<file path="src/rtl/spi_eng_pkg.sv">
package spi_eng_pkg;

  // Settings captured while the engine is disabled.
  typedef struct packed {
    logic pol;     // clock polarity
    logic phs;     // phase bit, 1 = sample on first transition of a bit
    logic idle;    // SCLK level between words
    logic msb;     // bit order, 1 = most significant first
    logic loop;    // MOSI fed back into receiver
    logic tx_off;  // transmitter switched off
    logic rx_off;  // receiver switched off
  } mode_t;

  typedef enum logic {
    HALF_LEAD  = 1'b0,
    HALF_TRAIL = 1'b1
  } half_e;

endpackage

</file>
<file path="src/rtl/spi_baud_gen.sv">
module spi_baud_gen #(
  parameter int unsigned DIV_W = 16
) (
  input  logic             clk_i,
  input  logic             rst_ni,
  input  logic             run_i,
  input  logic [DIV_W-1:0] div_i,
  output logic             tick_o
);

  logic [DIV_W-1:0] cnt_q;
  logic [DIV_W-1:0] cnt_d;
  logic             cnt_en;

  always_comb begin
    tick_o = run_i && (cnt_q == div_i);
    cnt_en = run_i || (cnt_q != '0);
    if (!run_i || tick_o) cnt_d = '0;
    else                  cnt_d = cnt_q + 1'b1;
  end

  always_ff @(posedge clk_i or negedge rst_ni) begin
    if (!rst_ni)     cnt_q <= '0;
    else if (cnt_en) cnt_q <= cnt_d;
  end

  // a half-bit never runs past the divider value
  a_r2_cnt_range: assert property (@(posedge clk_i) disable iff (!rst_ni)
    run_i |-> (cnt_q <= div_i));

endmodule

</file>
<file path="src/rtl/spi_seq_ctrl.sv">
module spi_seq_ctrl
  import spi_eng_pkg::*;
#(
  parameter int unsigned LEN_W = 5
) (
  input  logic             clk_i,
  input  logic             rst_ni,
  input  logic             en_i,
  input  logic             tx_ok_i,
  input  logic [LEN_W-1:0] wlen_i,
  input  logic             tick_i,
  output logic             busy_o,
  output half_e            half_o,
  output logic             load_o,
  output logic             sample_o,
  output logic             shift_o,
  output logic             last_o
);

  logic             busy_q, busy_d;
  half_e            half_q, half_d;
  logic [LEN_W-1:0] cnt_q, cnt_d;

  always_comb begin
    busy_d   = busy_q;
    half_d   = half_q;
    cnt_d    = cnt_q;
    load_o   = 1'b0;
    sample_o = 1'b0;
    shift_o  = 1'b0;
    last_o   = 1'b0;
    if (!en_i) begin
      busy_d = 1'b0;
    end else if (!busy_q) begin
      if (tx_ok_i) begin
        load_o = 1'b1;
        busy_d = 1'b1;
        half_d = HALF_LEAD;
        cnt_d  = '0;
      end
    end else if (tick_i) begin
      if (half_q == HALF_LEAD) begin
        sample_o = 1'b1;
        last_o   = (cnt_q == wlen_i);
        half_d   = HALF_TRAIL;
      end else if (cnt_q == wlen_i) begin
        if (tx_ok_i) begin
          load_o = 1'b1;
          half_d = HALF_LEAD;
          cnt_d  = '0;
        end else begin
          busy_d = 1'b0;
        end
      end else begin
        shift_o = 1'b1;
        half_d  = HALF_LEAD;
        cnt_d   = cnt_q + 1'b1;
      end
    end
  end

  always_ff @(posedge clk_i or negedge rst_ni) begin
    if (!rst_ni) begin
      busy_q <= 1'b0;
      half_q <= HALF_LEAD;
      cnt_q  <= '0;
    end else begin
      busy_q <= busy_d;
      half_q <= half_d;
      cnt_q  <= cnt_d;
    end
  end

  assign busy_o = busy_q;
  assign half_o = half_q;

  // bit index stays within the programmed word
  a_r1_cnt_bound: assert property (@(posedge clk_i) disable iff (!rst_ni)
    busy_q |-> (cnt_q <= wlen_i));

  // a cycle with enable low leaves the engine idle
  a_r12_abort: assert property (@(posedge clk_i) disable iff (!rst_ni)
    !$past(en_i) |-> !busy_q);

  // a new word is never taken while the previous one is mid-way
  a_r10_load_at_boundary: assert property (@(posedge clk_i) disable iff (!rst_ni)
    (load_o && busy_q) |-> (half_q == HALF_TRAIL && cnt_q == wlen_i));

endmodule

</file>
<file path="src/rtl/spi_bit_shifter.sv">
module spi_bit_shifter #(
  parameter int unsigned DATA_W = 32,
  parameter int unsigned LEN_W  = 5
) (
  input  logic              clk_i,
  input  logic              rst_ni,
  input  logic              busy_i,
  input  logic              load_i,
  input  logic [DATA_W-1:0] load_data_i,
  input  logic              shift_i,
  input  logic              sample_i,
  input  logic              last_i,
  input  logic [LEN_W-1:0]  wlen_i,
  input  logic              msb_i,
  input  logic              loop_i,
  input  logic              rx_en_i,
  input  logic              miso_i,
  output logic              mosi_o,
  output logic [DATA_W-1:0] rx_data_o,
  output logic              rx_push_o
);

  localparam logic [LEN_W-1:0] TOP_IDX = LEN_W'(DATA_W - 1);

  logic [DATA_W-1:0] tx_q, tx_d;
  logic [DATA_W-1:0] rx_q, rx_d, rx_nxt;
  logic [DATA_W-1:0] word_q, word_d;
  logic              push_d, push_q;
  logic              tx_bit, rx_bit;
  logic              tx_en, rx_en, word_en;

  always_comb begin
    tx_bit = msb_i ? tx_q[wlen_i] : tx_q[0];
    rx_bit = loop_i ? tx_bit : miso_i;
    rx_nxt = msb_i ? {rx_q[DATA_W-2:0], rx_bit} : {rx_bit, rx_q[DATA_W-1:1]};

    tx_en = load_i || shift_i;
    if (load_i)     tx_d = load_data_i;
    else if (msb_i) tx_d = tx_q << 1;
    else            tx_d = tx_q >> 1;

    rx_en = load_i || sample_i;
    rx_d  = load_i ? '0 : rx_nxt;

    word_en = sample_i && last_i && rx_en_i;
    word_d  = msb_i ? rx_nxt : (rx_nxt >> (TOP_IDX - wlen_i));
    push_d  = word_en;
  end

  always_ff @(posedge clk_i or negedge rst_ni) begin
    if (!rst_ni) begin
      tx_q   <= '0;
      rx_q   <= '0;
      word_q <= '0;
      push_q <= 1'b0;
    end else begin
      if (tx_en)   tx_q   <= tx_d;
      if (rx_en)   rx_q   <= rx_d;
      if (word_en) word_q <= word_d;
      push_q <= push_d;
    end
  end

  assign mosi_o    = busy_i & tx_bit;
  assign rx_data_o = word_q;
  assign rx_push_o = push_q;

  // a delivered word carries nothing above its top bit
  a_r5_upper_zero: assert property (@(posedge clk_i) disable iff (!rst_ni)
    rx_push_o |-> ((DATA_W + LEN_W)'(rx_data_o) >> ({1'b0, wlen_i} + 1'b1)) == '0);

endmodule

</file>
<file path="src/rtl/spi_shift_engine.sv">
module spi_shift_engine
  import spi_eng_pkg::*;
#(
  parameter int unsigned DATA_W = 32,
  parameter int unsigned DIV_W  = 16,
  parameter int unsigned LEN_W  = $clog2(DATA_W)
) (
  input  logic              clk_i,
  input  logic              rst_ni,
  input  logic              en_i,
  input  logic [LEN_W-1:0]  cfg_wlen_i,
  input  logic [DIV_W-1:0]  cfg_div_i,
  input  logic              cfg_pol_i,
  input  logic              cfg_phs_i,
  input  logic              cfg_idle_i,
  input  logic              cfg_msb_i,
  input  logic              cfg_loop_i,
  input  logic              cfg_txoff_i,
  input  logic              cfg_rxoff_i,
  input  logic [DATA_W-1:0] tx_data_i,
  input  logic              tx_valid_i,
  output logic              tx_pop_o,
  output logic [DATA_W-1:0] rx_data_o,
  output logic              rx_push_o,
  output logic              sclk_o,
  output logic              mosi_o,
  input  logic              miso_i,
  output logic              busy_o
);

  localparam logic [LEN_W-1:0] WLEN_RST = LEN_W'(7);

  // reset: asserted asynchronously, released on the clock
  logic [1:0] rst_sync_q;
  logic       rst_n;

  always_ff @(posedge clk_i or negedge rst_ni) begin
    if (!rst_ni) rst_sync_q <= 2'b00;
    else         rst_sync_q <= {rst_sync_q[0], 1'b1};
  end
  assign rst_n = rst_sync_q[1];

  // configuration capture while disabled
  mode_t            mode_q, mode_d;
  logic [LEN_W-1:0] wlen_q;
  logic [DIV_W-1:0] div_q;
  logic             cfg_en;

  always_comb begin
    cfg_en        = !en_i;
    mode_d.pol    = cfg_pol_i;
    mode_d.phs    = cfg_phs_i;
    mode_d.idle   = cfg_idle_i;
    mode_d.msb    = cfg_msb_i;
    mode_d.loop   = cfg_loop_i;
    mode_d.tx_off = cfg_txoff_i;
    mode_d.rx_off = cfg_rxoff_i;
  end

  always_ff @(posedge clk_i or negedge rst_n) begin
    if (!rst_n) begin
      mode_q <= '0;
      wlen_q <= WLEN_RST;
      div_q  <= '0;
    end else if (cfg_en) begin
      mode_q <= mode_d;
      wlen_q <= cfg_wlen_i;
      div_q  <= cfg_div_i;
    end
  end

  logic  tick, load, sample, shift, last, tx_ok, busy;
  half_e half;

  assign tx_ok = tx_valid_i && !mode_q.tx_off;

  spi_baud_gen #(.DIV_W(DIV_W)) i_baud (
    .clk_i  (clk_i),
    .rst_ni (rst_n),
    .run_i  (busy),
    .div_i  (div_q),
    .tick_o (tick)
  );

  spi_seq_ctrl #(.LEN_W(LEN_W)) i_seq (
    .clk_i    (clk_i),
    .rst_ni   (rst_n),
    .en_i     (en_i),
    .tx_ok_i  (tx_ok),
    .wlen_i   (wlen_q),
    .tick_i   (tick),
    .busy_o   (busy),
    .half_o   (half),
    .load_o   (load),
    .sample_o (sample),
    .shift_o  (shift),
    .last_o   (last)
  );

  spi_bit_shifter #(.DATA_W(DATA_W), .LEN_W(LEN_W)) i_shift (
    .clk_i       (clk_i),
    .rst_ni      (rst_n),
    .busy_i      (busy),
    .load_i      (load),
    .load_data_i (tx_data_i),
    .shift_i     (shift),
    .sample_i    (sample),
    .last_i      (last),
    .wlen_i      (wlen_q),
    .msb_i       (mode_q.msb),
    .loop_i      (mode_q.loop),
    .rx_en_i     (!mode_q.rx_off),
    .miso_i      (miso_i),
    .mosi_o      (mosi_o),
    .rx_data_o   (rx_data_o),
    .rx_push_o   (rx_push_o)
  );

  // leading-half level: polarity when phase bit set, inverted otherwise
  logic lead_lvl;
  always_comb begin
    lead_lvl = mode_q.pol ^ !mode_q.phs;
    if (!busy)                  sclk_o = mode_q.idle;
    else if (half == HALF_LEAD) sclk_o = lead_lvl;
    else                        sclk_o = !lead_lvl;
  end

  assign tx_pop_o = load;
  assign busy_o   = busy;

  // settings never move in a cycle following an enabled cycle
  a_r11_cfg_hold: assert property (@(posedge clk_i) disable iff (!rst_n)
    $past(en_i) |-> ($stable(mode_q) && $stable(wlen_q) && $stable(div_q)));

  // nothing is taken from the queue with the transmitter off
  a_r7_no_pop_txoff: assert property (@(posedge clk_i) disable iff (!rst_n)
    mode_q.tx_off |-> !tx_pop_o);

  // nothing is delivered with the receiver off
  a_r8_no_push_rxoff: assert property (@(posedge clk_i) disable iff (!rst_n)
    mode_q.rx_off |-> !rx_push_o);

  // popping requires a non-empty queue and an enabled engine
  a_r10_pop_valid: assert property (@(posedge clk_i) disable iff (!rst_n)
    tx_pop_o |-> (tx_valid_i && en_i));

endmodule

</file>
<file path="config.mk">
export PLATFORM = sky130hd
export DESIGN_NAME = spi_shift_engine
export DESIGN_NICKNAME = d
export VERILOG_FILES = /design/src/rtl/spi_eng_pkg.sv /design/src/rtl/spi_baud_gen.sv /design/src/rtl/spi_seq_ctrl.sv /design/src/rtl/spi_bit_shifter.sv /design/src/rtl/spi_shift_engine.sv
export SDC_FILE = /design/constraint.sdc
export NUM_CORES = 1
export LEC_CHECK = 0
export ABC_AREA = 1
export BUFFER_PORTS_ARGS = -buffer_cell sky130_fd_sc_hd__clkbuf_2
export CORE_UTILIZATION = 55
export DETAILED_ROUTE_END_ITERATION = 10
export GPL_TIMING_DRIVEN = 0
export PLACE_DENSITY = 0.86
export SYNTH_ARGS = -nofsm -noshare
export SYNTH_HDL_FRONTEND = slang
export SYNTH_HIERARCHICAL = 1
export SYNTH_SLANG_ARGS = --single-unit
</file>
<file path="constraint.sdc">
create_clock -name clk_i -period 6 [get_ports clk_i]
set_input_delay 1.5 -clock clk_i [delete_from_list [all_inputs] [get_ports clk_i]]
set_output_delay 1.5 -clock clk_i [all_outputs]
set_load 0.05 [all_outputs]
</file>
Word level (Yosys, flattened, before mapping)
Cells that the tools add are included.
- register bits after elaboration: 150
- input bits: 65
- output and inout bits: 37
- logic and storage cells: 93
- $add $sub $neg: 3
- order comparisons: 1
- equality and inequality tests: 4
- shift-type cells: 1
- mux-type cells: 47
- bitwise logic cells: 2
- reduce and logical (&&, ||, !) cells: 17
- operator list (kind ; number):
    32-bit two-way mux ; 5
    1-bit two-way mux ; 35
    32-bit by 5-bit right shift with 32-bit output ; 1
    5-bit two-way mux ; 5
    16-bit by 1-bit adder with 16-bit output, second input constant ; 1
    16-bit == test ; 1
    16-bit two-way mux ; 1
    16-bit nonzero test ; 1
    5-bit by 6-bit less-than comparator with 1-bit output, second input constant ; 1
    3-bit AND reduction ; 2
    5-bit by 1-bit adder with 5-bit output, second input constant ; 1
    1-bit binary-select mux with 5-bit select ; 1
    5-bit == test ; 1
    1-bit zero test ; 5
    5-bit subtractor, first input constant ; 1
    1-bit logical AND ; 4
    1-bit logical OR ; 4
    2-bit != test, second input constant ; 2
    2-bit nonzero test ; 1
    1-bit AND ; 1
    1-bit XOR ; 1

Longest topological paths before layout
Gate-level depths: netlist (run 1).
- word-level depth: 9
- mapped depth: 21
- mapped depth without buffers: 19

Hierarchy
The synthesis (run 1) kept the hierarchy.
- modules (own cells, without submodules) (module ; times used ; cells each ; area an instance (um^2) ; seq. area each (um^2)):
    spi_bit_shifter ; 1 ; 969 ; 6642.6 ; 2427.3
    spi_baud_gen ; 1 ; 186 ; 1224.9 ; 400.4
    spi_shift_engine ; 1 ; 81 ; 1163.6 ; 754.5
    spi_seq_ctrl ; 1 ; 86 ; 605.6 ; 175.2

Worst setup path before layout (run 1)
OpenSTA, ideal clock, no wires.
- path type: register to output
- from: register wlen_q[0]
- to: output mosi_o
- arrival time: 2360 ps
- required time: 4500 ps
- slack: 2140 ps
- cell stages (with the launch flop): 11
- path buffers: 2
- cell sequence: dfstp_2 > buf_6 > buf_6 > nand2_1 > nand3_1 > nand3_1 > nand2_1 > nand2_1 > nand3_2 > nand3_2 > a21boi_0
- cells in the longest elaborated chain, start to end: 4
- ends and longest elaborated chain (item ; line ; source):
    from (decl) ; spi_shift_engine.sv:45 ; logic [LEN_W-1:0] wlen_q;
    from (signal assigned) ; spi_shift_engine.sv:67 ; wlen_q <= cfg_wlen_i;
    1-bit binary-select mux with 5-bit select ; spi_bit_shifter.sv:33 ; tx_bit = msb_i ? tx_q[wlen_i] : tx_q[0];
    1-bit two-way mux (implied by the code) ; spi_bit_shifter.sv:33 ;
    1-bit two-way mux ; spi_bit_shifter.sv:33 ;
    1-bit AND ; spi_bit_shifter.sv:64 ; assign mosi_o = busy_i & tx_bit;
    to (decl) ; spi_shift_engine.sv:26 ; output logic mosi_o,
No other way between the ends. The select of a mux whose other input is x is not followed.

Final worst setup path (run 1)
- from: register wlen_q[2]
- to: output mosi_o
The elaborated chain is that of the path after synthesis.

==> summary.txt, run 1 <==
Outcome
  – Status: finished, violations left
  – Failing checks: design-rule violations

Critical path
  – Crit path buf inv count: 3
  – Worst-path fanout max: 8
  – Setup crit start kind: register
  – Critical Path Stages: 9
  – Worst setup startpoint: wlen_q[2]
  – WS Path Type: register to output port
  – Critical Path RT: 4.50 ns
  – R2r setup slk: ~2.0 ns
  – Worst-path cell chain: buf_2 > clkinv_1 > nand3_1 > nand2_1 > nand2_1 > nand3_2 > nand3_2 > a21boi_0 > clkbuf_2
  – Crit. End Element: output port
  – Slowest cell on crit path: dfstp_2
  – Worst path max stage delay: 0.57 ns
  – Reg-to-Reg End: i_shift/rx_data_o[5]
  – Crit path max-delay family: buffers and inverters
  – Worst R2R Path Depth: 15
  – Worst EP arrival: 2.59 ns
  – Crit path capture: mosi_o
  – Reg2reg start: i_baud/cnt_q[11]

Pwr
  – Combinational Power Share: 30.5%
  – Design Power: between 0.003 and 0.004 W
  – Sw frac: 36.86%
  – VDD IR max: around 0.25 mV
  – Power density cells: 315.5 nW/um^2
  – Clock power share: 32.0%
  – Reg power frac: a little under two fifths
  – Power Internal: 0.002208 W
  – P_leak: 5.649 nW
  – Switching power: 0.001289 W

Clock tree
  – CTS clk-pin slew, worst paths: 0.07 ns
  – CTS hold repair buffers: 0
  – Clock Latency Late Sink: 0.44 ns
  – Post-cts resize count: 0
  – Inserted Clock Buffers: 17
  – H-tree levels: 4
  – Clock Root Buffer: clkbuf_16
  – Total setup buffers inserted after CTS: 0
  – CTS tree: done
  – CTS Buffer Depth: 2
  – TritonCTS Sinks: 150

Drt
  – Vias/cell: 5.822
  – Post-Route WL: 31830 um
  – Pre-antenna DRT Iters: 9
  – Routed Antenna Nets: 0
  – Wire length per cell: 18.92 um
  – Initial DRC count: ~1100
  – DRC viols: 1
  – Via count: a little under 10000

STA
  – Slew Limit Headroom: 43.91%
  – Least-Margin Pin Slew: 0.8413 ns
  – Final hold violation count: 0
  – Fin. max-slew vios: 0
  – Unrepaired setup endpoints after global routing: false
  – Period minus WS final: 4.088 ns
  – Tcrit/Tclk final: 68.14%
  – Final setup fails: 0
  – Setup Skew: roughly 0.016 ns
  – Max Clk Rate: 244.6 MHz

Hold path
  – Hold Path Class: register to asynchronous set/reset pin

Finish
  – Final nets: 1512
  – Ant diodes: 0
  – Fill cell count: 1551
  – Share of cells above drive strength 1: 18.67%
  – Area growth, synth to finish: 15.01%
  – Final Util: 64.53%

Die
  – Top-level port count: 102
  – Core Region: between 15000 and 20000 um^2
  – Die area: 18060 um^2
  – Chip height: 134.4 um
  – Initial Util: approximately 56%
  – Row count: 48
  – Width of the die: 134.4 um

Synth
  – Area leader, netlist: dfrtp_1
  – Post-Synthesis Cell Area: 9637 um^2
  – Compound-Gate Fraction of Synth Area: 16.10%
  – Synth Area in Simple Gates: 28.88%
  – Adder-cell share of the synthesized area: 0.3895%
  – Asr flop ratio synth: 100.0%
  – Most instantiated cells after synthesis: nand2_1 (393), dfrtp_1 (147), inv_1 (144), nand3_1 (101), nor2_1 (64)
  – Mapped Cells: 1322
  – Seq cells post-synth: 150
  – Most common cell in the netlist: nand2_1
  – Synth area leaders: dfrtp_1 (38%), nand2_1 (15%), inv_1 (5.6%)
  – Yosys warns: 6
  – Netlist cell types: 56
  – Syn nets: 1390
  – Xor-xnor portion of the synthesized cell area: 1.363%
  – Number of synthesized flops with an enable pin: 0
  – Syn_area_per_cell: 7.290 um^2
  – Post-synth top area share: 38.17%
  – Seq/Total Area, Yosys: 38.99%
  – Multiplexer share of the synthesized area: 3.129%
  – Ys flop type: dfrtp_1
  – Main combinational cell family by area after synthesis: simple AND/OR/NAND/NOR gates

Placement
  – Port bufs: 101
  – RePlAce Congestion: between 0.9 and 1
  – Dpl hpwl: around 23000 um

Global route
  – Gr ovfl total: 0
  – Initial antenna violation count: 0
  – Overall Global Routing Usage: 36.33%
  – Vias in the first global route: 9316
  – First-pass GRT wire length: 49820 um
  – Largest net degree at the start of global routing: 59

Job
  – Max Cap Viol: 0
## sequential cells by signal, indices dropped and copies added, names as in the netlist
signal / flops
mode_q: 7
i_seq/cnt_q: 5
i_seq/half_o: 1
i_shift/rx_push_o: 1
i_shift/rx_data_o: 32
i_baud/cnt_q: 16
i_shift/rx_q: 32
rst_sync_q: 2
wlen_q: 5
i_seq/busy_o: 1
div_q: 16
i_shift/tx_q: 32
## per-layer routing
layer,vias to the layer above,wire [um],GRT usage [%]
met4,0,836,13.11
met1,4637,13380,48.83
met5,-,0,0
met3,64,2799,7.483
li1,4566,-,-
met2,526,14820,57.94
## worst reg2reg max path, cell delays in order (launching register included)
cell,delay (ns)
dfrtp_1,0.47
inv_2,0.10
nand2_1,0.07
nand2_1,0.05
nor2_1,0.11
nand2_1,0.07
nor2_1,0.12
nand2_2,0.12
nor2_1,0.18
nand3_2,0.16
nor3_1,0.42
nand3_1,0.33
inv_1,0.24
clkbuf_1,0.47
clkbuf_1,0.70
a2bb2oi_1,0.26
## how the worst min path moves through the flow
stage                     slack (ns)  cells past startpoint     startpoint       endpoint
final                           0.30                      0  rst_sync_q[1]       div_q[5]
after floorplan                 0.33                      0  rst_sync_q[0]  rst_sync_q[1]
after global placement          0.34                      0  rst_sync_q[0]  rst_sync_q[1]
after CTS                       0.32                      0  rst_sync_q[1]       div_q[5]
after global routing            0.35                      0  rst_sync_q[1]      mode_q[1]
after detailed placement        0.32                      0  rst_sync_q[1]       div_q[0]
## stage by stage
stage / instance area, um^2 / setup slack (ns) / hold WS (ns) / TNS (ns) / instances
after floorplan: 9637 / 1.516 / 0.3312 / 0 / 1322
after global placement: 10420 / -0.1187 / 0.3366 / -14.54 / 1648
after detailed placement: 10480 / 1.799 / 0.3216 / 0 / 1650
after CTS: 11080 / 1.963 / 0.3237 / 0 / 1682
after global routing: 11080 / 1.722 / 0.3525 / 0 / 1682
final: 11080 / 1.912 / 0.2960 / 0 / 1682
## power groups by stage
stage / Sequential (W) / Combinational [W] / Clock (W)
after floorplan: 0.00129 / 0.000741 / 0
after global placement: 0.00133 / 0.000986 / 0
after detailed placement: 0.00132 / 0.00102 / 0
after CTS: 0.00131 / 0.00103 / 0.00112
after global routing: 0.00133 / 0.00116 / 0.00117
final: 0.00131 / 0.00107 / 0.00112
## final cells by class
cell class	instances	area, um^2	area share [%]
plain buffers	76	445.4	4.019
clock buffers	21	450.4	4.064
clock inverters	11	150.1	1.355
inverters	164	625.6	5.645
multi-input cells	932	4808	43.38
flip-flops and latches	150	3761	33.94
well taps	225	281.5	2.540
repair buffers	103	560.5	5.058
## kinds of logic (layout without fill, tap and decap cells)
group / after synthesis / after routing
other cells: 1 / 1
compound gates: 252 / 252
fa+ha+maj: 3 / 3
flops: 150 / 150
xor+xnor: 15 / 15
mux: 27 / 27
simple gates: 634 / 634
buf+inv: 240 / 375
## cell usage in the layout, fill, tap and decap left out, types with 17 or more instances in the layout
master	instances
a21oi_1	48
buf_2	22
clkbuf_1	34
clkbuf_16	17
clkbuf_2	101
dfrtp_1	146
inv_1	144
mux2_2	25
nand2_1	393
nand3_1	101
nor2_1	64
o21ai_0	56
o21ai_1	37
o221ai_1	24
o22ai_1	31
(Power assumes the default switching activity.)
==> inputs of run 2 (changes only) <==
ABC_AREA = 0   (was 1)
CORE_UTILIZATION = 54   (was 55)
PLACE_DENSITY = 0.88   (was 0.86)
clock period = 3.63 ns   (was 6 ns; I/O delays follow)
==> run 2 against run 1 <==
The flow finishes with violations (design-rule violations, negative setup slack). Clock-buffer cell count shrank 2. Synthesized area grew 4.0%. Cell area grew 4.8%. Register-to-register slack lost 1.9 ns. Clock skew shrank 0.0078 ns. Clock power grew 52%. Critical endpoint unchanged. Highest routed layer unchanged.
==> summary.txt, run 2 <==
STA
  – Unrepaired setup endpoints after global routing: true
  – Fin. max-slew vios: 0
  – Tcrit/Tclk final: 105.0%
  – Final setup fails: 1
  – Period minus WS final: approximately 3.8 ns
  – Max Clk Rate: 262.4 MHz
  – Slew Limit Headroom: roughly 35%
  – Least-Margin Pin Slew: 0.9711 ns
  – Worst setup margin: -0.1809 ns
  – Hold_ws: 0.2452 ns
  – Setup Skew: between 0.008 and 0.009 ns
  – Final hold violation count: 0

Critical path
  – Worst path max stage delay: 0.63 ns
  – Setup crit start kind: register
  – Worst setup startpoint: wlen_q[3]
  – WS Path Type: register to output port
  – Worst-path cell chain: clkbuf_1 > nor2_1 > and3_1 > nor4_4 > mux2i_4 > nor2b_2 > buf_8
  – Slowest cell on crit path: clkbuf_1
  – Worst-path fanout max: 10
  – Critical Path Stages: 7
  – Critical Path RT: 2.72 ns
  – Worst EP arrival: 2.90 ns
  – Crit. End Element: output port
  – Crit path buf inv count: 2
  – Reg2reg start: i_baud/cnt_q[8]
  – Crit path max-delay family: simple AND/OR/NAND/NOR gates
  – Worst R2R Path Depth: 10

Clock tree
  – CTS hold repair buffers: 0
  – Clock Root Buffer: clkbuf_16
  – CTS clk-pin slew, worst paths: ~0.07 ns
  – CTS Buffer Depth: 2
  – TritonCTS Sinks: 150
  – Inserted Clock Buffers: 17
  – Clock Latency Late Sink: 0.43 ns
  – CTS tree: done
  – H-tree levels: 4

Finish
  – Fill cell count: 1418
  – Commonest non-fill, non-tap cell in the layout: dfrtp_1
  – Area growth, synth to finish: 15.90%
  – Share of cells above drive strength 1: 23.75%
  – Commonest non-fill, non-tap cells in the layout: dfrtp_1 (146), nand2_1 (121), mux2i_1 (111)
  – Final nets: 1238
  – Ant diodes: 0

Die
  – Width of the die: 138.2 um
  – Die area: 19100 um^2
  – Row count: 49
  – Initial Util: 55.39%
  – Core Region: 18090 um^2
  – Chip height: 138.2 um
  – Top-level port count: 102

Synth
  – Number of synthesized flops with an enable pin: 0
  – Asr flop ratio synth: 100.0%
  – Syn_area_per_cell: approximately 9.6 um^2
  – Mapped Cells: 1046
  – Post-Synthesis Cell Area: ~10000 um^2
  – Syn nets: 1114
  – Most instantiated cells after synthesis: dfrtp_1 (147), nand2_1 (121), mux2i_1 (113), o21ai_0 (88), nor2_1 (78)
  – Netlist cell types: 70
  – Seq/Total Area, Yosys: 37.50%
  – Post-synth top area share: a little under two fifths
  – Area leader, netlist: dfrtp_1
  – Most common cell in the netlist: dfrtp_1
  – Ys flop type: dfrtp_1
  – Yosys warns: 6
  – Seq cells post-synth: 150
  – Synth area leaders: dfrtp_1 (37%), mux2i_1 (11%), nand2_1 (4.5%)

Drt
  – Vias/cell: 6.690
  – DRC viols: 16
  – Initial DRC count: 1179
  – Pre-antenna DRT Iters: 9
  – Wire length per cell: 23.59 um
  – Via count: 9446
  – Post-Route WL: 33310 um
  – Routed Antenna Nets: 0

Global route
  – Overall Global Routing Usage: ~36%
  – Vias in the first global route: about 9200
  – Initial antenna violation count: 0
  – First-pass GRT wire length: 52180 um
  – Gr ovfl total: 0
  – Largest net degree at the start of global routing: 65

Placement
  – Port bufs: 100
  – Dpl hpwl: 24200 um
  – Dpl ws: -0.2928 ns
  – RePlAce Congestion: 1.003

Outcome
  – Failing checks: design-rule violations, negative setup slack
  – Status: finished, violations left

Job
  – Max Cap Viol: 0

Pwr
  – Power density cells: about 420 nW/um^2
  – VDD IR max: around 0.33 mV
  – P_leak: 5.026 nW

Hold path
  – Hold Path Class: input port to asynchronous set/reset pin
run 2: final timing paths:
path / slack, ns / to
worst max register to register: 0.14 / i_shift/rx_q[31]
max in group asynchronous: 2.33 / i_shift/rx_data_o[11]
worst max-delay path: -0.18 / mosi_o
worst min-delay path: 0.25 / rst_sync_q[1]
min in group clk_i: 0.37 / rst_sync_q[1]
worst min register to register: 0.31 / i_seq/cnt_q[3]
run 2: metrics by stage:
step / cell area, um^2 / setup TNS, ns / total power (W) / util [%] / cells
floorplan: 10020 / 0 / 0.002758 / - / 1046
global placement: 10810 / -0.3789 / 0.003058 / 59.75 / 1375
detailed placement: 10860 / -0.8504 / 0.003098 / 60.07 / 1377
CTS: 11570 / -0.05330 / 0.004838 / 64.00 / 1410
global route: 11610 / -0.2351 / 0.005054 / 64.20 / 1412
finish: 11610 / -0.1809 / 0.004885 / 64.20 / 1412
run 2: power breakdown:
| group | internal, W | switching [W] | leakage, nW |
|---|---|---|---|
| Combinational | 0.000503 | 0.000671 | 2.78 |
| Clock | 0.000916 | 0.000787 | 0.272 |
| Sequential | 0.00182 | 0.000187 | 1.97 |
| Total | 0.00324 | 0.00165 | 5.03 |
run 2: per-layer routing:
layer	GRT usage (%)	share of wire, %	vias to the layer above
li1	-	-	4106
met1	46.30	40	4603
met2	55.88	45	623
met3	8.278	10	114
met4	18.27	4.4	0
met5	0	0	-
run 2: what timing repair did:
action                     4_1_cts  5_1_grt
pin swaps                        3        2
buffers inserted                 4        2
gates resized for setup         33       12
setup endpoints to repair       12       59
run 2: layout make-up:
cell class / count / area [um^2] / share of cell area (%)
repair buffers: 108 / 613.1 / 5.280
plain buffers: 81 / 526.8 / 4.537
inverters: 19 / 73.82 / 0.6358
clock inverters: 13 / 113.9 / 0.9806
clock buffers: 19 / 442.9 / 3.815
multi-input cells: 793 / 5793 / 49.89
well taps: 229 / 286.5 / 2.468
flip-flops and latches: 150 / 3761 / 32.39
run 2: logic make-up (layout without fill, tap and decap cells):
family / Yosys count / after routing / synth area share, %
AND/OR/NAND/NOR: 310 / 310 / 14.30
AO/OA/AOI/OAI: 260 / 260 / 17.11
multiplexers: 187 / 187 / 22.42
flip-flops: 150 / 150 / 37.50
buffers and inverters: 103 / 240 / 5.233
XOR/XNOR: 32 / 32 / 3.022
adder cells (fa/ha/maj): 3 / 3 / 0.3747
other: 1 / 1 / 0.03743
run 2: worst register-to-register path, delay by kind of cell, from the launching register on:
kind,cells,cell delay (ns)
buffers and inverters,2,1.19
flip-flops,1,0.49
multiplexers,1,0.31
XOR/XNOR,1,0.25
AND/OR/NAND/NOR,6,1.10
